<file path="src/rtl/fsq_pkg.sv">
package fsq_pkg;

    localparam int ID_W       = 3;
    localparam int NUM_TASKS  = 6;
    localparam int DEF_FRAMES = 15;

    typedef enum logic [ID_W-1:0] {
        T_IDLE     = 3'd0,
        T_SAMPLE   = 3'd1,
        T_COMPUTE  = 3'd2,
        T_CONTROL  = 3'd3,
        T_TELEM_A  = 3'd4,
        T_TELEM_B  = 3'd5,
        T_SELFTEST = 3'd6
    } task_code_e;

    typedef enum logic [1:0] {
        ST_BOOT,
        ST_BUSY,
        ST_FREE
    } disp_state_e;

    typedef enum logic {
        WD_ARMING,
        WD_WATCH
    } wd_state_e;

    // Three control-loop tasks every five frames; the last two slots of each
    // group of five carry the background tasks.
    function automatic task_code_e default_entry(input int idx);
        task_code_e c;
        case (idx % 5)
            0:       c = T_SAMPLE;
            1:       c = T_COMPUTE;
            2:       c = T_CONTROL;
            3:       c = (idx == 3) ? T_TELEM_A : T_TELEM_B;
            default: c = (idx == 9) ? T_TELEM_A : T_SELFTEST;
        endcase
        return c;
    endfunction

    function automatic logic [DEF_FRAMES*ID_W-1:0] default_table();
        logic [DEF_FRAMES*ID_W-1:0] t;
        t = '0;
        for (int i = 0; i < DEF_FRAMES; i++) begin
            t[i*ID_W +: ID_W] = default_entry(i);
        end
        return t;
    endfunction

endpackage

</file>
<file path="src/rtl/fsq_frame_timer.sv">
module fsq_frame_timer #(
    parameter int CNT_W = 16
) (
    input  logic             clk,
    input  logic             rst_n,
    input  logic [CNT_W-1:0] frame_len,
    output logic             tick
);

    logic [CNT_W-1:0] cnt;
    logic [CNT_W:0]   limit;
    logic [CNT_W:0]   next_cnt;

    always_comb begin
        limit    = (frame_len < CNT_W'(2)) ? (CNT_W+1)'(2) : {1'b0, frame_len};
        next_cnt = {1'b0, cnt} + (CNT_W+1)'(1);
        tick     = (next_cnt >= limit);
    end

    always_ff @(posedge clk) begin
        if (!rst_n) begin
            cnt <= '0;
        end else if (tick) begin
            cnt <= '0;
        end else begin
            cnt <= cnt + CNT_W'(1);
        end
    end

endmodule

</file>
<file path="src/rtl/fsq_sched_rom.sv">
module fsq_sched_rom import fsq_pkg::*; #(
    parameter int NUM_FRAMES = 15,
    parameter logic [NUM_FRAMES*ID_W-1:0] TABLE = '0,
    localparam int IDX_W = (NUM_FRAMES > 1) ? $clog2(NUM_FRAMES) : 1
) (
    input  logic [IDX_W-1:0] idx,
    output task_code_e       code
);

    task_code_e entry [NUM_FRAMES];

    for (genvar g = 0; g < NUM_FRAMES; g++) begin : g_ent
        assign entry[g] = task_code_e'(TABLE[g*ID_W +: ID_W]);
    end

    always_comb begin
        code = T_IDLE;
        for (int i = 0; i < NUM_FRAMES; i++) begin
            if (int'(idx) == i) code = entry[i];
        end
    end

endmodule

</file>
<file path="src/rtl/fsq_dispatch.sv">
module fsq_dispatch import fsq_pkg::*; #(
    parameter int NUM_FRAMES = 15,
    localparam int IDX_W = (NUM_FRAMES > 1) ? $clog2(NUM_FRAMES) : 1
) (
    input  logic                 clk,
    input  logic                 rst_n,
    input  logic                 tick,
    input  task_code_e           code,
    input  logic [NUM_TASKS-1:0] task_done,
    output logic [IDX_W-1:0]     idx,
    output logic                 start_vld,
    output logic [ID_W-1:0]      start_id,
    output logic                 overrun
);

    disp_state_e          state, state_nx;
    task_code_e           cur_task;
    logic [NUM_TASKS-1:0] sel_mask;
    logic                 done_hit;
    disp_state_e          on_tick;

    always_comb begin
        sel_mask = '0;
        if (cur_task != T_IDLE) begin
            sel_mask = NUM_TASKS'(1) << (int'(cur_task) - 1);
        end
        done_hit = |(task_done & sel_mask);
        on_tick  = (code == T_IDLE) ? ST_FREE : ST_BUSY;
    end

    always_comb begin
        state_nx = state;
        unique case (state)
            ST_BOOT: if (tick) state_nx = on_tick;
            ST_BUSY: begin
                if (tick)          state_nx = on_tick;
                else if (done_hit) state_nx = ST_FREE;
            end
            ST_FREE: if (tick) state_nx = on_tick;
            default: state_nx = ST_BOOT;
        endcase
    end

    // state register
    always_ff @(posedge clk) begin
        if (!rst_n) state <= ST_BOOT;
        else        state <= state_nx;
    end

    // outputs and frame bookkeeping
    always_ff @(posedge clk) begin
        if (!rst_n) begin
            idx       <= '0;
            start_vld <= 1'b0;
            start_id  <= '0;
            overrun   <= 1'b0;
            cur_task  <= T_IDLE;
        end else begin
            start_vld <= 1'b0;
            if (tick) begin
                start_vld <= (code != T_IDLE);
                if (code != T_IDLE) start_id <= code;
                cur_task <= code;
                idx <= (int'(idx) == NUM_FRAMES-1) ? '0 : idx + IDX_W'(1);
                if (state == ST_BUSY && !done_hit) overrun <= 1'b1;
            end
        end
    end

endmodule

</file>
<file path="src/rtl/fsq_watchdog.sv">
module fsq_watchdog import fsq_pkg::*; #(
    parameter int WD_FRAMES = 9,
    localparam int WD_W = (WD_FRAMES > 1) ? $clog2(WD_FRAMES) : 1
) (
    input  logic clk,
    input  logic rst_n,
    input  logic tick,
    input  logic sup_done,
    output logic alarm
);

    wd_state_e       state, state_nx;
    logic [WD_W-1:0] cnt;
    logic            seen;
    logic            check_now;

    always_comb begin
        state_nx = state;
        unique case (state)
            WD_ARMING: if (tick) state_nx = WD_WATCH;
            WD_WATCH:  state_nx = WD_WATCH;
            default:   state_nx = WD_ARMING;
        endcase
        check_now = (state == WD_WATCH) && tick && (cnt == WD_W'(WD_FRAMES-1));
    end

    always_ff @(posedge clk) begin
        if (!rst_n) state <= WD_ARMING;
        else        state <= state_nx;
    end

    always_ff @(posedge clk) begin
        if (!rst_n) begin
            cnt   <= '0;
            seen  <= 1'b0;
            alarm <= 1'b0;
        end else begin
            if (check_now) begin
                if (!(seen || sup_done)) alarm <= 1'b1;
                seen <= 1'b0;
                cnt  <= '0;
            end else begin
                seen <= seen | sup_done;
                if (state == WD_WATCH && tick) cnt <= cnt + WD_W'(1);
            end
        end
    end

endmodule

</file>
<file path="src/rtl/cyclic_frame_sequencer.sv">
module cyclic_frame_sequencer import fsq_pkg::*; #(
    parameter int CNT_W      = 16,
    parameter int NUM_FRAMES = DEF_FRAMES,
    parameter logic [NUM_FRAMES*ID_W-1:0] TABLE = default_table(),
    parameter int WD_FRAMES  = 9,
    parameter int SUP_TASK   = 1
) (
    input  logic                 clk,
    input  logic                 rst_n,
    input  logic [CNT_W-1:0]     frame_len,
    input  logic [NUM_TASKS-1:0] task_done,
    output logic                 start_vld,
    output logic [ID_W-1:0]      start_id,
    output logic                 overrun,
    output logic                 wd_alarm
);

    localparam int IDX_W = (NUM_FRAMES > 1) ? $clog2(NUM_FRAMES) : 1;

    logic             tick;
    logic [IDX_W-1:0] cur_idx;
    task_code_e       cur_code;

    fsq_frame_timer #(.CNT_W(CNT_W)) u_timer (
        .clk       (clk),
        .rst_n     (rst_n),
        .frame_len (frame_len),
        .tick      (tick)
    );

    fsq_sched_rom #(.NUM_FRAMES(NUM_FRAMES), .TABLE(TABLE)) u_rom (
        .idx  (cur_idx),
        .code (cur_code)
    );

    fsq_dispatch #(.NUM_FRAMES(NUM_FRAMES)) u_disp (
        .clk       (clk),
        .rst_n     (rst_n),
        .tick      (tick),
        .code      (cur_code),
        .task_done (task_done),
        .idx       (cur_idx),
        .start_vld (start_vld),
        .start_id  (start_id),
        .overrun   (overrun)
    );

    fsq_watchdog #(.WD_FRAMES(WD_FRAMES)) u_wd (
        .clk      (clk),
        .rst_n    (rst_n),
        .tick     (tick),
        .sup_done (task_done[SUP_TASK-1]),
        .alarm    (wd_alarm)
    );

endmodule

</file>
<file path="config.mk">
export PLATFORM = sky130hd
export DESIGN_NAME = cyclic_frame_sequencer
export DESIGN_NICKNAME = d
export VERILOG_FILES = /design/src/rtl/fsq_pkg.sv /design/src/rtl/fsq_frame_timer.sv /design/src/rtl/fsq_sched_rom.sv /design/src/rtl/fsq_dispatch.sv /design/src/rtl/fsq_watchdog.sv /design/src/rtl/cyclic_frame_sequencer.sv
export SDC_FILE = /design/constraint.sdc
export NUM_CORES = 1
export LEC_CHECK = 0
export BUFFER_PORTS_ARGS = -buffer_cell sky130_fd_sc_hd__buf_2
export CAP_MARGIN = 20
export CORE_ASPECT_RATIO = 0.9
export CORE_MARGIN = 2
export CORE_UTILIZATION = 51
export CTS_BUF_LIST = sky130_fd_sc_hd__clkbuf_16
export DETAILED_ROUTE_END_ITERATION = 8
export GPL_ROUTABILITY_DRIVEN = 0
export PLACE_DENSITY = 0.76
export SETUP_SLACK_MARGIN = 0.2
export SYNTH_ARGS = -nofsm -noshare
export SYNTH_HDL_FRONTEND = slang
export SYNTH_SLANG_ARGS = --single-unit
</file>
<file path="constraint.sdc">
create_clock -name clk -period 2.75 [get_ports clk]
set_clock_uncertainty 0.1 [all_clocks]
set_input_delay 0.4125 -clock clk [delete_from_list [all_inputs] [get_ports clk]]
set_output_delay 0.4125 -clock clk [all_outputs]
set_load 0.01 [all_outputs]
</file>
==> impl_metrics.csv <==
group,metric,value,unit
cts,cts-hold-fix-buffers,0,
run_status,failed_checks,"negative setup slack",
synthesis,synth_flop_cell,"dfxtp_1",
power,ir_drop,324,uV
cts,clock-root-buffer,"clkbuf_16",
layout,area_growth,33.8,%
routing,routed.top_layer,"met4",
floorplanning,rows,23,
global_routing,grt_max_degree,39,
setup_path,critPathCaptureType,"flop",
layout,layout-drive-gt1-share,0.340,
floorplanning,die_y,67.4,um
synthesis,synth-edff-count,0,
setup_path,crit_top_cell,"nand3_2",
sta,tightest_slew,405,ps
sta,rsz0062_at_grt,"yes",
layout,antenna_cells,0,
synthesis,ys_warn_count,0,
routing,via_per_inst,5.32,
routing,wire_per_inst,12.9,um
global_routing,grt_pass1_vias,1887,
setup_path,critPathArrivalTime,2920,ps
cts,cts.sinks,37,
layout,num-nets-final,373,
routing,met2_length,2.47,mm
setup_path,crit_type,"flop to flop",
sta,slew_headroom,0.727,
sta,hold_violations,0,
sta,setup_ws,-102,ps
routing,drtAntennaViolNets,0,
synthesis,syn_area,2280,sq um
sta,fmax,0.351,GHz
routing,drt-initial-drc-count,63,
cts,clk_pin_slew,50,ps
routing,drtPass1Iterations,4,
setup_path,cp-start-kind,"flop",
synthesis,synthArstFlopShare,0,
run_status,status,"complete, but fails checks",
layout,final_common_cell,"dfxtp_1",
global_routing,grt-ovfl-total,0,
global_routing,grt_util_all_layers,0.212,
synthesis,netlist_instances,268,
cts,htree_num_levels,2,
layout,finalNonFillerCells,391,
power,power_leakage,1.39,nW
synthesis,synth_fp_nets,313,
routing,route.met3.wl,113,um
global_routing,antenna_found_initial,0,
setup_path,cpMaxStageDelayCell,"dfxtp_2",
layout,fillers,330,
place,port_buffers,29,
power,powerDensity,385,nW/um^2
sta,post-route-period-util,1.04,
layout,final_cell_mix,"30 x dfxtp_1, 29 x buf_2, 29 x buf_4, 26 x nand2_1, 23 x inv_1",
cts,clock_latency,270,ps
sta,final_max_slew_viol_count,0,
setup_path,path_cells,"nand4_1 > nor2_2 > and2_4 > buf_6 > nand3_2 > xnor2_2 > ha_1 > nand3_2 > or2_4 > o221a_4 > o211a_4 > buf_4 > and3_1",
synthesis,synth.distinct_cells,48,
routing,totalWireLength,5.06,mm
sta,setup_viol,27,
sta,fin_crit,2850,ps
synthesis,ys_seq_area_frac,0.325,
global_routing,grt_first_pass_wirelength,8.32,mm
setup_path,critPathMaxFanout,6,
min_path,hold_class,"input port to flop",
floorplanning,start_util,0.521,
cts,numCtsBuffers,5,
floorplanning,ioPinCount,30,
place,placedCellCount,374,
layout,final_util,0.697,
setup_path,cp_top_family,"simple AND/OR/NAND/NOR gates",
cts,cts_tree,"done",
place,post-place-ws,-271,ps
setup_path,cp.required,2820,ps
floorplanning,dieArea,5020,sq um
setup_path,slowest_delay,330,ps
cts,clock_path_buffers,2,
setup_path,worst-path-buf-inv,2,
flow_run,drv_cap,0,
synthesis,avgSynthCellArea,8.51,sq um
floorplanning,die_w,74.5,um
floorplanning,core-area,4370,sq um
synthesis,ys_ff_latch,37,
routing,routedLengthMet1,2.41,mm
routing,drcViolationCount,0,
place,dp_hpwl,3.58,mm
routing,vias,2080,
power,power.total,1.17,mW
## power breakdown
| part | leakage [nW] | switching, mW | internal (mW) |
|---|---|---|---|
| logic | 1.01 | 0.0474 | 0.0481 |
| registers | 0.302 | 0.00557 | 0.542 |
| clock network | 0.0748 | 0.202 | 0.328 |
## state kept, by name, indices dropped and copies added (netlist names)
signal            flops
u_disp.cur_task       3
u_disp.idx            4
u_disp.overrun        1
u_disp.start_id       3
u_disp.start_vld      1
u_disp.state          2
u_timer.cnt          16
u_wd.alarm            1
u_wd.cnt              4
u_wd.seen             1
u_wd.state            1
## cell type report
cell class	instances	area (sq um)	area share
inverters	22	82.6	0.0271
repair buffers	62	408	0.134
flip-flops and latches	37	749	0.246
clock buffers	5	125	0.0410
multi-input cells	200	1590	0.523
clock inverters	3	13.8	0.00451
well taps	62	77.6	0.0254
## synth_stat cells, types with 2 or more instances
| library cell | number | area share |
|---|---|---|
| and2_1 | 3 | 0.0082 |
| o211ai_1 | 5 | 0.016 |
| a21oi_1 | 6 | 0.013 |
| nand3b_1 | 3 | 0.0099 |
| nor3_1 | 6 | 0.013 |
| ha_1 | 21 | 0.12 |
| and3_1 | 13 | 0.036 |
| nor2_1 | 8 | 0.013 |
| xor2_1 | 5 | 0.019 |
| a21o_1 | 3 | 0.0099 |
| xnor2_1 | 9 | 0.035 |
| nand3_1 | 13 | 0.029 |
| nor2b_1 | 7 | 0.019 |
| dfxtp_1 | 37 | 0.32 |
| nand4_1 | 6 | 0.016 |
| and4_1 | 3 | 0.012 |
| o21ai_0 | 16 | 0.035 |
| nor4_1 | 3 | 0.0082 |
| mux2i_1 | 5 | 0.022 |
| a41oi_1 | 2 | 0.0077 |
| a21boi_0 | 6 | 0.020 |
| o21a_1 | 3 | 0.0099 |
| nand2b_1 | 3 | 0.0082 |
| nand2_1 | 29 | 0.048 |
| clkbuf_1 | 8 | 0.013 |
| inv_1 | 22 | 0.036 |
| a211oi_1 | 2 | 0.0066 |
## worst paths after layout
kind / start / depth (start not counted) / slack, ps / to
worst max-delay path: u_timer.cnt[3] / 13 / -100 / u_timer.cnt[8]
worst min-delay path: task_done[0] / 3 / 340 / u_wd.alarm
worst max register to register: u_timer.cnt[3] / 13 / -100 / u_timer.cnt[8]
worst min register to register: u_wd.alarm / 2 / 340 / u_wd.alarm
## cells by family after synthesis
kind of cell / after synthesis / share of synthesized area
and+or+nand+nor: 102 / 0.238
buffers and inverters: 33 / 0.0587
adders and majority gates: 21 / 0.115
xor gates and xnor gates: 14 / 0.0538
muxes: 5 / 0.0220
AOI/OAI and AO/OA: 56 / 0.188
DFF: 37 / 0.325
## worst register-to-register path: cells and delay by family, from the launching register on
family	cells	cell delay [ps]
flops	1	330
xor+xnor	1	160
fa+ha+maj	1	300
simple gates	7	1130
compound gates	2	480
buf+inv	2	260
## through the flow
step | TNS (ps) | hold WS, ps | instance area, sq um
after CTS | -839 | 335 | 3010
after global routing | -6240 | 348 | 3050
after floorplan | 0 | 344 | 2340
final | -1550 | 339 | 3050
after global placement | -3730 | 341 | 2700
after detailed placement | -7650 | 347 | 2700
## repair_timing
item | 4_1_cts | 5_1_grt
buffers inserted | 4 | 3
resized for setup | 24 | 10
pin swaps | 19 | 5
gates cloned | 2 | 0
setup endpoints to repair | 37 | 37
## metal layers
metal | track usage | vias to the layer above
met1 | 0.281 | 972
met2 | 0.348 | 20
met3 | 0.0418 | 8
met4 | 0.0670 | 0
li1 | - | 1080
met5 | 0 | -
(Power assumes the default switching activity.)
